$ cat src/rtl/sup_pkg.sv
// Package sup_pkg
// Shared helpers for the supervisory reset block.
// Assumes: every count is a positive integer.
package sup_pkg;

    // Width needed to hold values 0..n.
    function automatic int cnt_width(input int n);
        return (n < 1) ? 1 : $clog2(n + 1);
    endfunction

    // Larger of two integers.
    function automatic int max2(input int a, input int b);
        return (a > b) ? a : b;
    endfunction

endpackage

$ cat src/rtl/sup_sync2.sv
// Module sup_sync2
// A two-flop synchroniser for W independent asynchronous bits.
// Assumes: each bit is a level signal. No multi-bit coherence is guaranteed.
module sup_sync2 #(
    parameter int W = 2
) (
    input  logic         clk,
    input  logic         rst_n,
    input  logic [W-1:0] d_i,
    output logic [W-1:0] q_o
);
    logic [W-1:0] meta_q;

    // Pass each bit through two flops to settle metastability.
    always_ff @(posedge clk) begin
        if (!rst_n) begin
            meta_q <= '0;
            q_o    <= '0;
        end else begin
            meta_q <= d_i;
            q_o    <= meta_q;
        end
    end
endmodule

$ cat src/rtl/sup_timebase.sv
// Module sup_timebase
// Shared tick source. In internal mode it divides clk by SHORT_DIV or
// LONG_DIV. In external mode it registers a one-cycle tick from outside.
// Assumes: ext_tick_i is synchronous and at most one cycle wide per tick.
module sup_timebase
    import sup_pkg::*;
#(
    parameter int SHORT_DIV = 100,
    parameter int LONG_DIV  = 1600
) (
    input  logic clk,
    input  logic rst_n,
    input  logic use_int_i,
    input  logic long_sel_i,
    input  logic ext_tick_i,
    output logic tick_o
);
    localparam int PW = cnt_width(max2(SHORT_DIV, LONG_DIV));
    localparam logic [PW-1:0] SHORT_LIM = PW'(SHORT_DIV - 1);
    localparam logic [PW-1:0] LONG_LIM  = PW'(LONG_DIV - 1);

    logic [PW-1:0] pre_q;
    logic [PW-1:0] lim;

    // Pick the terminal count for the selected internal period.
    always_comb begin
        lim = long_sel_i ? LONG_LIM : SHORT_LIM;
    end

    // Advance the prescaler, or forward the external tick.
    always_ff @(posedge clk) begin
        if (!rst_n) begin
            pre_q  <= '0;
            tick_o <= 1'b0;
        end else if (use_int_i) begin
            if (pre_q >= lim) begin
                pre_q  <= '0;
                tick_o <= 1'b1;
            end else begin
                pre_q  <= pre_q + 1'b1;
                tick_o <= 1'b0;
            end
        end else begin
            pre_q  <= '0;
            tick_o <= ext_tick_i;
        end
    end
endmodule

$ cat src/rtl/sup_watchdog.sv
// Module sup_watchdog
// Counts timebase ticks since the last change of the synchronised watchdog
// line. Raises a one-cycle fire at the timeout and holds the watchdog-out
// flag until a new edge or a supply-low cycle.
// Assumes: wdi_s_i and mid_s_i are already synchronised to clk.
module sup_watchdog
    import sup_pkg::*;
#(
    parameter int WDT_TICKS = 4,
    parameter int CW        = cnt_width(WDT_TICKS)
) (
    input  logic          clk,
    input  logic          rst_n,
    input  logic          wdi_s_i,
    input  logic          mid_s_i,
    input  logic          tick_i,
    input  logic          rst_active_i,
    input  logic          supply_low_i,
    output logic          fire_o,
    output logic          edge_o,
    output logic          en_o,
    output logic          wdo_low_o,
    output logic [CW-1:0] count_o
);
    localparam logic [CW-1:0] LAST = CW'(WDT_TICKS - 1);

    logic prev_q;

    // Detect an edge and decide whether this tick ends the timeout.
    always_comb begin
        edge_o = wdi_s_i ^ prev_q;
        en_o   = ~mid_s_i;
        fire_o = en_o & ~rst_active_i & ~edge_o & tick_i & (count_o == LAST);
    end

    // Remember the previous synchronised level for edge detection.
    always_ff @(posedge clk) begin
        if (!rst_n) prev_q <= 1'b0;
        else        prev_q <= wdi_s_i;
    end

    // Timeout counter: cleared by an edge, when disabled, or during reset.
    always_ff @(posedge clk) begin
        if (!rst_n) begin
            count_o <= '0;
        end else if (edge_o || !en_o || rst_active_i) begin
            count_o <= '0;
        end else if (tick_i) begin
            count_o <= (count_o == LAST) ? '0 : count_o + 1'b1;
        end
    end

    // Watchdog-out flag: set on fire, cleared by an edge or a supply-low cycle.
    always_ff @(posedge clk) begin
        if (!rst_n) begin
            wdo_low_o <= 1'b0;
        end else if (supply_low_i || edge_o) begin
            wdo_low_o <= 1'b0;
        end else if (fire_o) begin
            wdo_low_o <= 1'b1;
        end
    end
endmodule

$ cat src/rtl/sup_reset_ctrl.sv
// Module sup_reset_ctrl
// Holds reset while the supply is low and for RST_TICKS ticks afterwards.
// A watchdog fire starts the same timed pulse.
// Assumes: fire_i is a one-cycle pulse and tick_i comes from the shared timebase.
module sup_reset_ctrl
    import sup_pkg::*;
#(
    parameter int RST_TICKS = 2
) (
    input  logic clk,
    input  logic rst_n,
    input  logic supply_low_i,
    input  logic fire_i,
    input  logic tick_i,
    output logic rst_active_o
);
    localparam int RW = cnt_width(RST_TICKS);
    localparam logic [RW-1:0] LAST = RW'(RST_TICKS - 1);

    logic [RW-1:0] cnt_q;

    // Start, restart or count down the reset hold interval.
    always_ff @(posedge clk) begin
        if (!rst_n) begin
            rst_active_o <= 1'b1;
            cnt_q        <= '0;
        end else if (supply_low_i || fire_i) begin
            rst_active_o <= 1'b1;
            cnt_q        <= '0;
        end else if (rst_active_o && tick_i) begin
            if (cnt_q == LAST) begin
                rst_active_o <= 1'b0;
                cnt_q        <= '0;
            end else begin
                cnt_q <= cnt_q + 1'b1;
            end
        end
    end
endmodule

$ cat src/rtl/sup_reset_wdog.sv
// Module sup_reset_wdog (top)
// Supervisory reset generator: supply-low reset with a timed release,
// a watchdog on a three-level input, and one shared timebase.
// Assumes: supply_low_i is synchronous to clk. wdi_i and wdi_mid_i are asynchronous.
module sup_reset_wdog
    import sup_pkg::*;
#(
    parameter int SHORT_DIV = 100,
    parameter int LONG_DIV  = 1600,
    parameter int RST_TICKS = 2,
    parameter int WDT_TICKS = 4
) (
    input  logic clk,
    input  logic rst_n,
    input  logic supply_low_i,
    input  logic wdi_i,
    input  logic wdi_mid_i,
    input  logic tb_int_i,
    input  logic tb_long_i,
    input  logic ext_tick_i,
    output logic rst_n_o,
    output logic wdo_n_o
);
    localparam int WD_CW = cnt_width(WDT_TICKS);

    logic [1:0]       sync_q;
    logic             tick;
    logic             fire;
    logic             wdi_edge;
    logic             wd_en;
    logic             wdo_low;
    logic             rst_active;
    logic [WD_CW-1:0] wd_count;

    sup_sync2 #(.W(2)) i_sync (
        .clk   (clk),
        .rst_n (rst_n),
        .d_i   ({wdi_mid_i, wdi_i}),
        .q_o   (sync_q)
    );

    sup_timebase #(.SHORT_DIV(SHORT_DIV), .LONG_DIV(LONG_DIV)) i_tb (
        .clk        (clk),
        .rst_n      (rst_n),
        .use_int_i  (tb_int_i),
        .long_sel_i (tb_long_i),
        .ext_tick_i (ext_tick_i),
        .tick_o     (tick)
    );

    sup_watchdog #(.WDT_TICKS(WDT_TICKS), .CW(WD_CW)) i_wd (
        .clk          (clk),
        .rst_n        (rst_n),
        .wdi_s_i      (sync_q[0]),
        .mid_s_i      (sync_q[1]),
        .tick_i       (tick),
        .rst_active_i (rst_active),
        .supply_low_i (supply_low_i),
        .fire_o       (fire),
        .edge_o       (wdi_edge),
        .en_o         (wd_en),
        .wdo_low_o    (wdo_low),
        .count_o      (wd_count)
    );

    sup_reset_ctrl #(.RST_TICKS(RST_TICKS)) i_rc (
        .clk          (clk),
        .rst_n        (rst_n),
        .supply_low_i (supply_low_i),
        .fire_i       (fire),
        .tick_i       (tick),
        .rst_active_o (rst_active)
    );

    // Drive the active-low outputs from the registered state.
    always_comb begin
        rst_n_o = ~rst_active;
        wdo_n_o = ~wdo_low;
    end
endmodule

$ cat config.mk
export PLATFORM = sky130hd
export DESIGN_NAME = sup_reset_wdog
export DESIGN_NICKNAME = d
export VERILOG_FILES = /design/src/rtl/sup_pkg.sv /design/src/rtl/sup_sync2.sv /design/src/rtl/sup_timebase.sv /design/src/rtl/sup_watchdog.sv /design/src/rtl/sup_reset_ctrl.sv /design/src/rtl/sup_reset_wdog.sv
export SDC_FILE = /design/constraint.sdc
export NUM_CORES = 1
export LEC_CHECK = 0
export ABC_AREA = 1
export BUFFER_PORTS_ARGS = -buffer_cell sky130_fd_sc_hd__buf_4
export CORE_MARGIN = 4
export CORE_UTILIZATION = 30
export DETAILED_ROUTE_END_ITERATION = 8
export GPL_TIMING_DRIVEN = 1
export SYNTH_ARGS = -nofsm -noshare
export SYNTH_HDL_FRONTEND = slang
export SYNTH_HIERARCHICAL = 1
export SYNTH_SLANG_ARGS = --single-unit
$ cat constraint.sdc
create_clock -name clk -period 2 [get_ports clk]
set_input_delay 0.5 -clock clk [delete_from_list [all_inputs] [get_ports clk]]
set_output_delay 0.5 -clock clk [all_outputs]
set_load 0.01 [all_outputs]
==> results of run 1 <==
[critical path, cell delays in order]
cell,delay [ns]
buf_4,0.11
inv_1,0.14
ha_1,0.28
nand2_2,0.11
inv_1,0.05
a21oi_2,0.16
nand4_2,0.10
buf_4,0.20
nor2_1,0.10
[cells in the final DEF (no fill, tap or decap), drive strengths merged, types with 2 or more instances in the layout]
master and instances:
nand2 40, inv 30, dfxtp 24, nor2 23
nand3 13, buf 10, ha 8, a21oi 5
xor2 5, clkbuf 4, nand3b 2, xnor2 2
o21ai 2, nand4 2
[path summary, 6_finish.rpt]
check | cells after the start | startpoint | end | slack [ns]
worst min-delay path | 2 | i_sync/meta_q[0] | i_sync/q_o[0] | 0.41
worst max-delay path | 9 | tb_long_i | i_tb/pre_q[5] | 0.45
worst min register to register | 2 | i_sync/meta_q[0] | i_sync/q_o[0] | 0.41
worst max register to register | 7 | i_tb/pre_q[10] | i_tb/pre_q[5] | 0.55
[layout make-up]
type | count | area (sq um) | share of cell area
clock buffer | 4 | 55.1 | 0.0383
multi-input combinational | 104 | 648 | 0.451
timing repair buffer | 10 | 75.1 | 0.0522
inverter | 31 | 116 | 0.0809
tap | 50 | 62.6 | 0.0435
sequential | 24 | 480 | 0.334
[state kept, by name, summed over array words and instances, names as in the netlist]
signal             count
i_tb/pre_q            11
i_wd/count_o           3
i_rc/cnt_q             2
i_sync/meta_q          2
i_sync/q_o             2
i_rc/rst_active_o      1
i_tb/tick_o            1
i_wd/prev_q            1
i_wd/wdo_low_o         1
[power by group through the flow]
stage	sequential, W	combinational (W)	clock, W
after floorplan	0.000502	0.0000376	0
after global placement	0.000503	0.0000566	0
after detailed placement	0.000503	0.0000573	0
after CTS	0.000492	0.0000574	0.000342
after global routing	0.000493	0.0000642	0.000357
final	0.000492	0.0000562	0.000322
[per-layer routing]
layer | part of all wire | wire length, um | vias to the layer above | track usage
met5 | 0 | 0 | - | 0
met2 | 0.44 | 843 | 9 | 0.139
met4 | 0.016 | 30 | 0 | 0.0369
li1 | - | - | 513 | -
met1 | 0.50 | 960 | 392 | 0.110
met3 | 0.046 | 88 | 4 | 0.0262
[stage by stage]
step | instances | setup WS, ns | power [W] | hold WS, ns
2_1_floorplan | 160 | 0.416 | 0.000540 | 0.386
3_3_place_gp | 219 | 0.213 | 0.000560 | 0.389
3_5_place_dp | 219 | 0.161 | 0.000561 | 0.396
4_1_cts | 223 | 0.446 | 0.000891 | 0.403
5_1_grt | 223 | 0.353 | 0.000915 | 0.421
6_report | 223 | 0.453 | 0.000870 | 0.410
==> reports/qor.yml, run 1 <==
place:
  globalplace.congestion: 0.796
  dp_hpwl_um: 1530
  numPortBuffers: 9
  placed_area_sq_um: 1380
clock_tree:
  clock_path_buffers: 2
  h-tree-depth: 1
  clock-root-buffer: "clkbuf_8"
  cts_resized: 0
  clk_latency_ns: 0.26
  cts_tree: "built"
  clk_pin_slew_ns: 0.08
  cts_hold_buf: 0
  cts_setup_buffers: 0
  numCtsBuffers: 3
  cts.sinks: 24
grt:
  grt_max_degree: 14
  grt_usage: 0.0876
  antenna_found_initial: 0
  grt_pass1_vias: 850
  grt_overflow: 0
  grt_pass1_wl_um: 3640
power:
  p_comb_frac: 0.065
  ir_drop_mv: 0.349
  power.internal_w: 0.000685
  power.density_nw_per_um2: 605
  p_switching_w: 0.000185
  seqPwrFrac: 0.565
  p_clk_frac: 0.370
  power_leakage_nw: 0.622
  switching_share: 0.212
timing:
  tns_ns: 0
  finalSetupViolCount: 0
  rsz0062_at_grt: "false"
  skew_ns: 0.00339
  hold_viol: 0
  relSlewSlack: 0.831
  fin_crit_ns: 1.55
  maxClockFrequency_ghz: 0.647
  worst_pin_slew_ns: 0.252
  min_period_over_period: 0.773
  drv_slew: 0
detailed_routing:
  vias_per_cell: 4.12
  routed_wl_um: 1920
  dr_total_vias: 918
  postRouteAntennaNets: 0
  dr.first_iter.drc_count: 27
  drt-wirelength-per-cell_um: 8.62
  first_pass_iters: 2
  drc: 0
floorplan:
  row_count: 23
  die_y_um: 72.7
  die_w_um: 72.7
  die_area_sq_um: 5290
  core-area_sq_um: 4030
  initial_core_util: 0.312
  io_pins: 10
critical_path:
  critPathMaxFanout: 11
  path_class: "in2reg"
  cp-end-kind: "flop"
  cp.arrival_ns: 1.75
  cp-start-kind: "input pin"
  required_ns: 2.20
final_layout:
  drive_gt1_frac: 0.272
  area_growth_pct: 14.4
  fin_nets: 190
  final_area_sq_um: 1440
  num-fill-cells: 438
  antenna_cells: 0
  post-route-util: 0.357
run:
  drv_cap: 0
synthesis:
  synth_warnings: 6
  postSynthAreaPerCell_sq_um: 7.85
  postSynthCellCount: 160
  syn_nets: 176
  synth_area_sq_um: 1260
run_status:
  outcome: "completed"
hold_path:
  min_path_type: "reg2reg"
No activity file was read; power rests on OpenSTA's default activity.
==> run 2: changes to the inputs <==
--- a/config.mk
+++ b/config.mk
@@ -5,7 +5,7 @@
 export SDC_FILE = /design/constraint.sdc
 export NUM_CORES = 1
 export LEC_CHECK = 0
-export ABC_AREA = 1
+export ABC_AREA = 0
 export BUFFER_PORTS_ARGS = -buffer_cell sky130_fd_sc_hd__buf_4
 export CORE_MARGIN = 4
 export CORE_UTILIZATION = 30
==> constraint.sdc (replaced) <==
create_clock -name clk -period 1.55 [get_ports clk]
set_input_delay 0.3875 -clock clk [delete_from_list [all_inputs] [get_ports clk]]
set_output_delay 0.3875 -clock clk [all_outputs]
set_load 0.01 [all_outputs]
==> reports/qor.yml, run 2 <==
floorplan:
  die_y_um: 69.1
  initial_core_util: 0.323
  io_pins: 10
  core-area_sq_um: 3470
  row_count: 21
  die_area_sq_um: 4770
  die_w_um: 69.1
hold_path:
  min_path_type: "in2reg"
run:
  drv_cap: 0
timing:
  rsz0062_at_grt: "true"
  finalSetupViolCount: 0
  fin_crit_ns: 1.50
  relSlewSlack: 0.796
  maxClockFrequency_ghz: 0.665
  skew_ns: 0.00194
  min_period_over_period: 0.970
  hold_viol: 0
  drv_slew: 0
  timing.final.ws_setup_ns: 0.0463
  tns_ns: 0
  worst_pin_slew_ns: 0.303
place:
  numPortBuffers: 9
  globalplace.congestion: 0.838
  dp_hpwl_um: 1550
  dpl_worst_slack_ns: -0.213
power:
  p_comb_frac: 0.061
  power_leakage_nw: 0.538
  p_switching_w: 0.000232
  power.internal_w: 0.00101
  p_clk_frac: 0.432
  seqPwrFrac: 0.508
  power.density_nw_per_um2: 902
  ir_drop_mv: 0.773
  switching_share: 0.187
critical_path:
  cp-end-kind: "flop"
  r2r-end: "i_tb/pre_q[7]"
  worstSetupStartpoint: "tb_long_i"
  cp-start-kind: "input pin"
  reg2reg_depth: 6
  required_ns: 1.71
  path_class: "in2reg"
  worstReg2RegStart: "i_tb/pre_q[9]"
  r2r_slack_ns: 0.05
  critPathMaxFanout: 11
  cp.arrival_ns: 1.66
  crit_end: "i_tb/pre_q[7]"
final_layout:
  largest_reg_flops: 11
  area_growth_pct: 23.4
  fin_nets: 154
  drive_gt1_frac: 0.226
  antenna_cells: 0
  num-fill-cells: 369
  final_cell_mix: "dfxtp_1 (23), nor2_1 (16), buf_4 (14)"
  top_regs: "i_tb/pre_q: 11 flops, i_wd/count_o: 3 flops"
  largest-register: "i_tb/pre_q"
  final_common_cell: "dfxtp_1"
detailed_routing:
  first_pass_iters: 4
  drc: 0
  postRouteAntennaNets: 0
  routed_wl_um: 2030
  dr.first_iter.drc_count: 37
  vias_per_cell: 4.62
  drt-wirelength-per-cell_um: 11.1
  dr_total_vias: 846
synthesis:
  syn_nets: 135
  synth_area_sq_um: 1120
  postSynthCellCount: 119
  synth_warnings: 6
  postSynthAreaPerCell_sq_um: 9.40
grt:
  grt_usage: 0.0872
  grt_pass1_vias: 890
  antenna_found_initial: 0
  grt_max_degree: 15
  grt_pass1_wl_um: 3570
  grt_overflow: 0
clock_tree:
  clk_pin_slew_ns: 0.08
  cts_hold_buf: 0
  cts_setup_buffers: 0
  clock-root-buffer: "clkbuf_8"
  numCtsBuffers: 3
  cts.sinks: 24
  clk_latency_ns: 0.26
  clock_path_buffers: 2
  cts_tree: "built"
  h-tree-depth: 1
run_status:
  outcome: "completed"
==> run 2: cell types whose count changed in the layout (fill, tap and decap cells not counted), moves of 3 or more <==
cell and delta:
and2_1 +5, xnor2_1 +5, a21oi_1 +3, nand2_1 -30, xor2_1 -3, nor2_1 +7
nand3_2 -4, a21oi_2 -5, nand2_2 -5, nor2_2 -11, inv_1 -18, buf_4 +4
==> run 2: repair_timing <==
action                                  CTS  global route
endpoints found under the hold margin     0             0
gates resized for setup                   0             4
endpoints found under the setup margin    0            13
==> run 2: power by group through the flow <==
stage	Sequential [W]	Combinational, W	Clock, W
2_1_floorplan	0.000648	0.0000371	0
3_3_place_gp	0.000646	0.0000698	0
3_5_place_dp	0.000646	0.0000738	0
4_1_cts	0.000632	0.0000743	0.000556
5_1_grt	0.000633	0.0000853	0.000568
6_report	0.000632	0.0000753	0.000537
==> run 2: cell type report <==
| class | count | area [sq um] | share of cell area |
|---|---|---|---|
| Inverter | 10 | 37.5 | 0.0272 |
| Multi-Input combinational cell | 84 | 607 | 0.440 |
| Sequential cell | 24 | 482 | 0.349 |
| Timing Repair Buffer | 15 | 125 | 0.0907 |
| Tap cell | 46 | 57.6 | 0.0417 |
| Clock buffer | 3 | 41.3 | 0.0299 |
| Clock inverter | 1 | 30.0 | 0.0218 |
==> run 2: how the worst min path moves through the flow <==
stage	cells past startpoint	slack, ns	end	start
final	2	0.29	i_wd/wdo_low_o	supply_low_i
after global routing	2	0.29	i_wd/wdo_low_o	supply_low_i
after CTS	2	0.28	i_wd/wdo_low_o	supply_low_i
after detailed placement	1	0.42	i_sync/q_o[0]	i_sync/meta_q[0]
after global placement	1	0.41	i_sync/q_o[0]	i_sync/meta_q[0]
after floorplan	1	0.41	i_sync/q_o[0]	i_sync/meta_q[0]
==> run 2: worst max-delay path, cell delays in order <==
cell and delay, ns:
buf_4 0.09, inv_1 0.11, ha_1 0.33, and4bb_2 0.22, nand3_1 0.12, o21ai_2 0.21
buf_12 0.15, nor2_1 0.05
==> run 2: stage by stage <==
stage               cell area (sq um)  total power (W)  instances  hold slack [ns]  utilization
floorplan                        1120         0.000685        119            0.406            -
global placement                 1290         0.000716        179            0.407        0.372
detailed placement               1290         0.000720        179            0.420        0.372
CTS                              1360          0.00126        183            0.280        0.392
global route                     1380          0.00129        183            0.287        0.398
finish                           1380          0.00124        183            0.287        0.398
==> run 2: per-layer routing <==
| layer | vias to the layer above | part of all wire | global-route usage |
|---|---|---|---|
| met5 | - | 0 | 0 |
| met4 | 0 | 0 | 0.00651 |
| met3 | 0 | 0.035 | 0.0320 |
| met2 | 10 | 0.52 | 0.166 |
| met1 | 393 | 0.44 | 0.0947 |
| li1 | 443 | - | - |
==> run 3: changes to the inputs <==
--- a/config.mk
+++ b/config.mk
@@ -5,12 +5,12 @@
 export SDC_FILE = /design/constraint.sdc
 export NUM_CORES = 1
 export LEC_CHECK = 0
-export ABC_AREA = 0
 export BUFFER_PORTS_ARGS = -buffer_cell sky130_fd_sc_hd__buf_4
 export CORE_MARGIN = 4
 export CORE_UTILIZATION = 30
 export DETAILED_ROUTE_END_ITERATION = 8
 export GPL_TIMING_DRIVEN = 1
+export RECOVER_POWER = 25
 export SYNTH_ARGS = -nofsm -noshare
 export SYNTH_HDL_FRONTEND = slang
 export SYNTH_HIERARCHICAL = 1
==> constraint.sdc (replaced) <==
create_clock -name clk -period 1.3 [get_ports clk]
set_input_delay 0.325 -clock clk [delete_from_list [all_inputs] [get_ports clk]]
set_output_delay 0.325 -clock clk [all_outputs]
set_load 0.01 [all_outputs]
==> reports/qor.yml, run 3 (synthesized netlist as in run 2, its figures left out) <==
run_status:
  outcome: "finished with violations"
  violations: "setup timing"
critical_path:
  path_class: "in2reg"
  cp-start-kind: "input pin"
  required_ns: 1.45
  cp.arrival_ns: 1.62
  r2r-end: "i_tb/pre_q[5]"
  worstReg2RegStart: "i_tb/pre_q[9]"
  worstSetupStartpoint: "tb_long_i"
  r2r_slack_ns: -0.14
  cp-end-kind: "flop"
  critPathMaxFanout: 6
  reg2reg_depth: 6
grt:
  grt_use_met3: 0.0320
  use_met2: 0.193
  grt_overflow: 0
  met1_usage: 0.0928
  antenna_found_initial: 0
  grt_pass1_wl_um: 3820
  grt_pass1_vias: 954
  grt_usage: 0.0963
  grt_max_degree: 15
  grt_busiest_layer: "met2"
final_layout:
  num-fill-cells: 352
  antenna_cells: 0
  largest_reg_flops: 11
  multi_input_area_sq_um: 691
  drive_gt1_frac: 0.447
  largest-register: "i_tb/pre_q"
  fin_nets: 167
  final_common_cell: "buf_4"
  top_regs: "i_tb/pre_q: 11 flops, i_wd/count_o: 3 flops"
  register_area_sq_um: 488
  area_growth_pct: 41.1
  final_cell_mix: "buf_4 (24), dfxtp_1 (18), nor2_2 (10)"
clock_tree:
  clock_path_buffers: 2
  clk_latency_ns: 0.26
  cts_tree: "built"
  cts.sinks: 24
  numCtsBuffers: 3
  clock-root-buffer: "clkbuf_8"
  h-tree-depth: 1
  clk_pin_slew_ns: 0.08
floorplan:
  die_y_um: 69.1
  initial_core_util: 0.323
  die_w_um: 69.1
  die_area_sq_um: 4770
  row_count: 21
  io_pins: 10
  core-area_sq_um: 3470
hold_path:
  min_to: "i_wd/wdo_low_o"
  hold_depth: 2
  min_path_type: "in2reg"
  worstHoldStart: "supply_low_i"
timing:
  holdWs_ns: 0.229
  min_period_over_period: 1.14
  hold_viol: 0
  rsz0062_at_grt: "true"
  timing.final.ws_setup_ns: -0.177
  relSlewSlack: 0.786
  skew_ns: 0.00157
  worst_pin_slew_ns: 0.318
  maxClockFrequency_ghz: 0.677
  fin_crit_ns: 1.48
  drv_slew: 0
  finalSetupViolCount: 15
run:
  drv_cap: 0
detailed_routing:
  vias_per_cell: 4.69
  first_pass_iters: 4
  routed_wl_um: 2290
  dr_total_vias: 920
  drc: 0
  drt-wirelength-per-cell_um: 11.7
  postRouteAntennaNets: 0
  dr.first_iter.drc_count: 33
power:
  power.density_nw_per_um2: 952
  power_leakage_nw: 0.597
  ir_drop_mv: 0.680
place:
  dp_hpwl_um: 1660
  globalplace.congestion: 0.842
  numPortBuffers: 9
  dpl_worst_slack_ns: -0.381
## run 3: cell count changes in the layout (fill, tap and decap cells not counted), moves of 2 or more
cell,before,now
buf_4,14,24
nor2_1,16,6
nor2_2,1,10
dfxtp_1,23,18
dfxtp_2,1,6
buf_6,0,3
ha_1,6,3
ha_4,1,3
## run 3: per-layer routing
metal  vias to the layer above  wire length, um
met5                         -                0
met4                         0                8
met3                         2               82
met2                        14             1330
met1                       434              866
li1                        470                -
## run 3: worst max-delay path: stages
cell        delay [ns]
buf_8             0.08
clkinvlp_4        0.17
ha_4              0.34
and4bb_2          0.23
nand3_2           0.08
o21ai_2           0.19
buf_6             0.16
a21oi_2           0.04
## run 3: repair_timing
item | 4_1_cts | 5_1_grt
hold buffers | 0 | 0
resized for setup | 7 | 25
buffers inserted | 1 | 1
pin swaps | 2 | 10
endpoints found under the setup margin | 16 | 17
## run 3: area by class of cell
| type | count | share of cell area |
|---|---|---|
| Inverter | 10 | 0.0262 |
| Multi-Input combinational cell | 84 | 0.438 |
| Clock buffer | 3 | 0.0262 |
| Tap cell | 46 | 0.0365 |
| Timing Repair Buffer | 28 | 0.145 |
| Sequential cell | 24 | 0.309 |
| Clock inverter | 1 | 0.0190 |
## run 3: metrics by stage
stage	cell area, sq um	total power, W	utilization	instances	setup TNS [ns]
after detailed placement	1370	0.000858	0.394	190	-4.77
after floorplan	1120	0.000817	-	119	-1.94
after CTS	1480	0.00150	0.427	195	-1.43
final	1580	0.00150	0.455	196	-2.05
after global placement	1370	0.000852	0.394	190	-3.72
after global routing	1580	0.00157	0.455	196	-3.06
## run 3: how the worst max path moves through the flow
stage                                 to  depth (start not counted)
after detailed placement   i_tb/pre_q[7]                          8
after CTS                  i_tb/pre_q[7]                          6
after global routing       i_tb/pre_q[5]                          8
after global placement       i_tb/tick_o                          7
after floorplan           i_tb/pre_q[10]                          7
final                      i_tb/pre_q[5]                          8
## run 3: power by group
group	total [W]	switching, W	internal, W
Clock	0.000638	0.000227	0.000411
Combinational	0.000111	0.0000524	0.0000587
Sequential	0.000752	0.00000553	0.000747
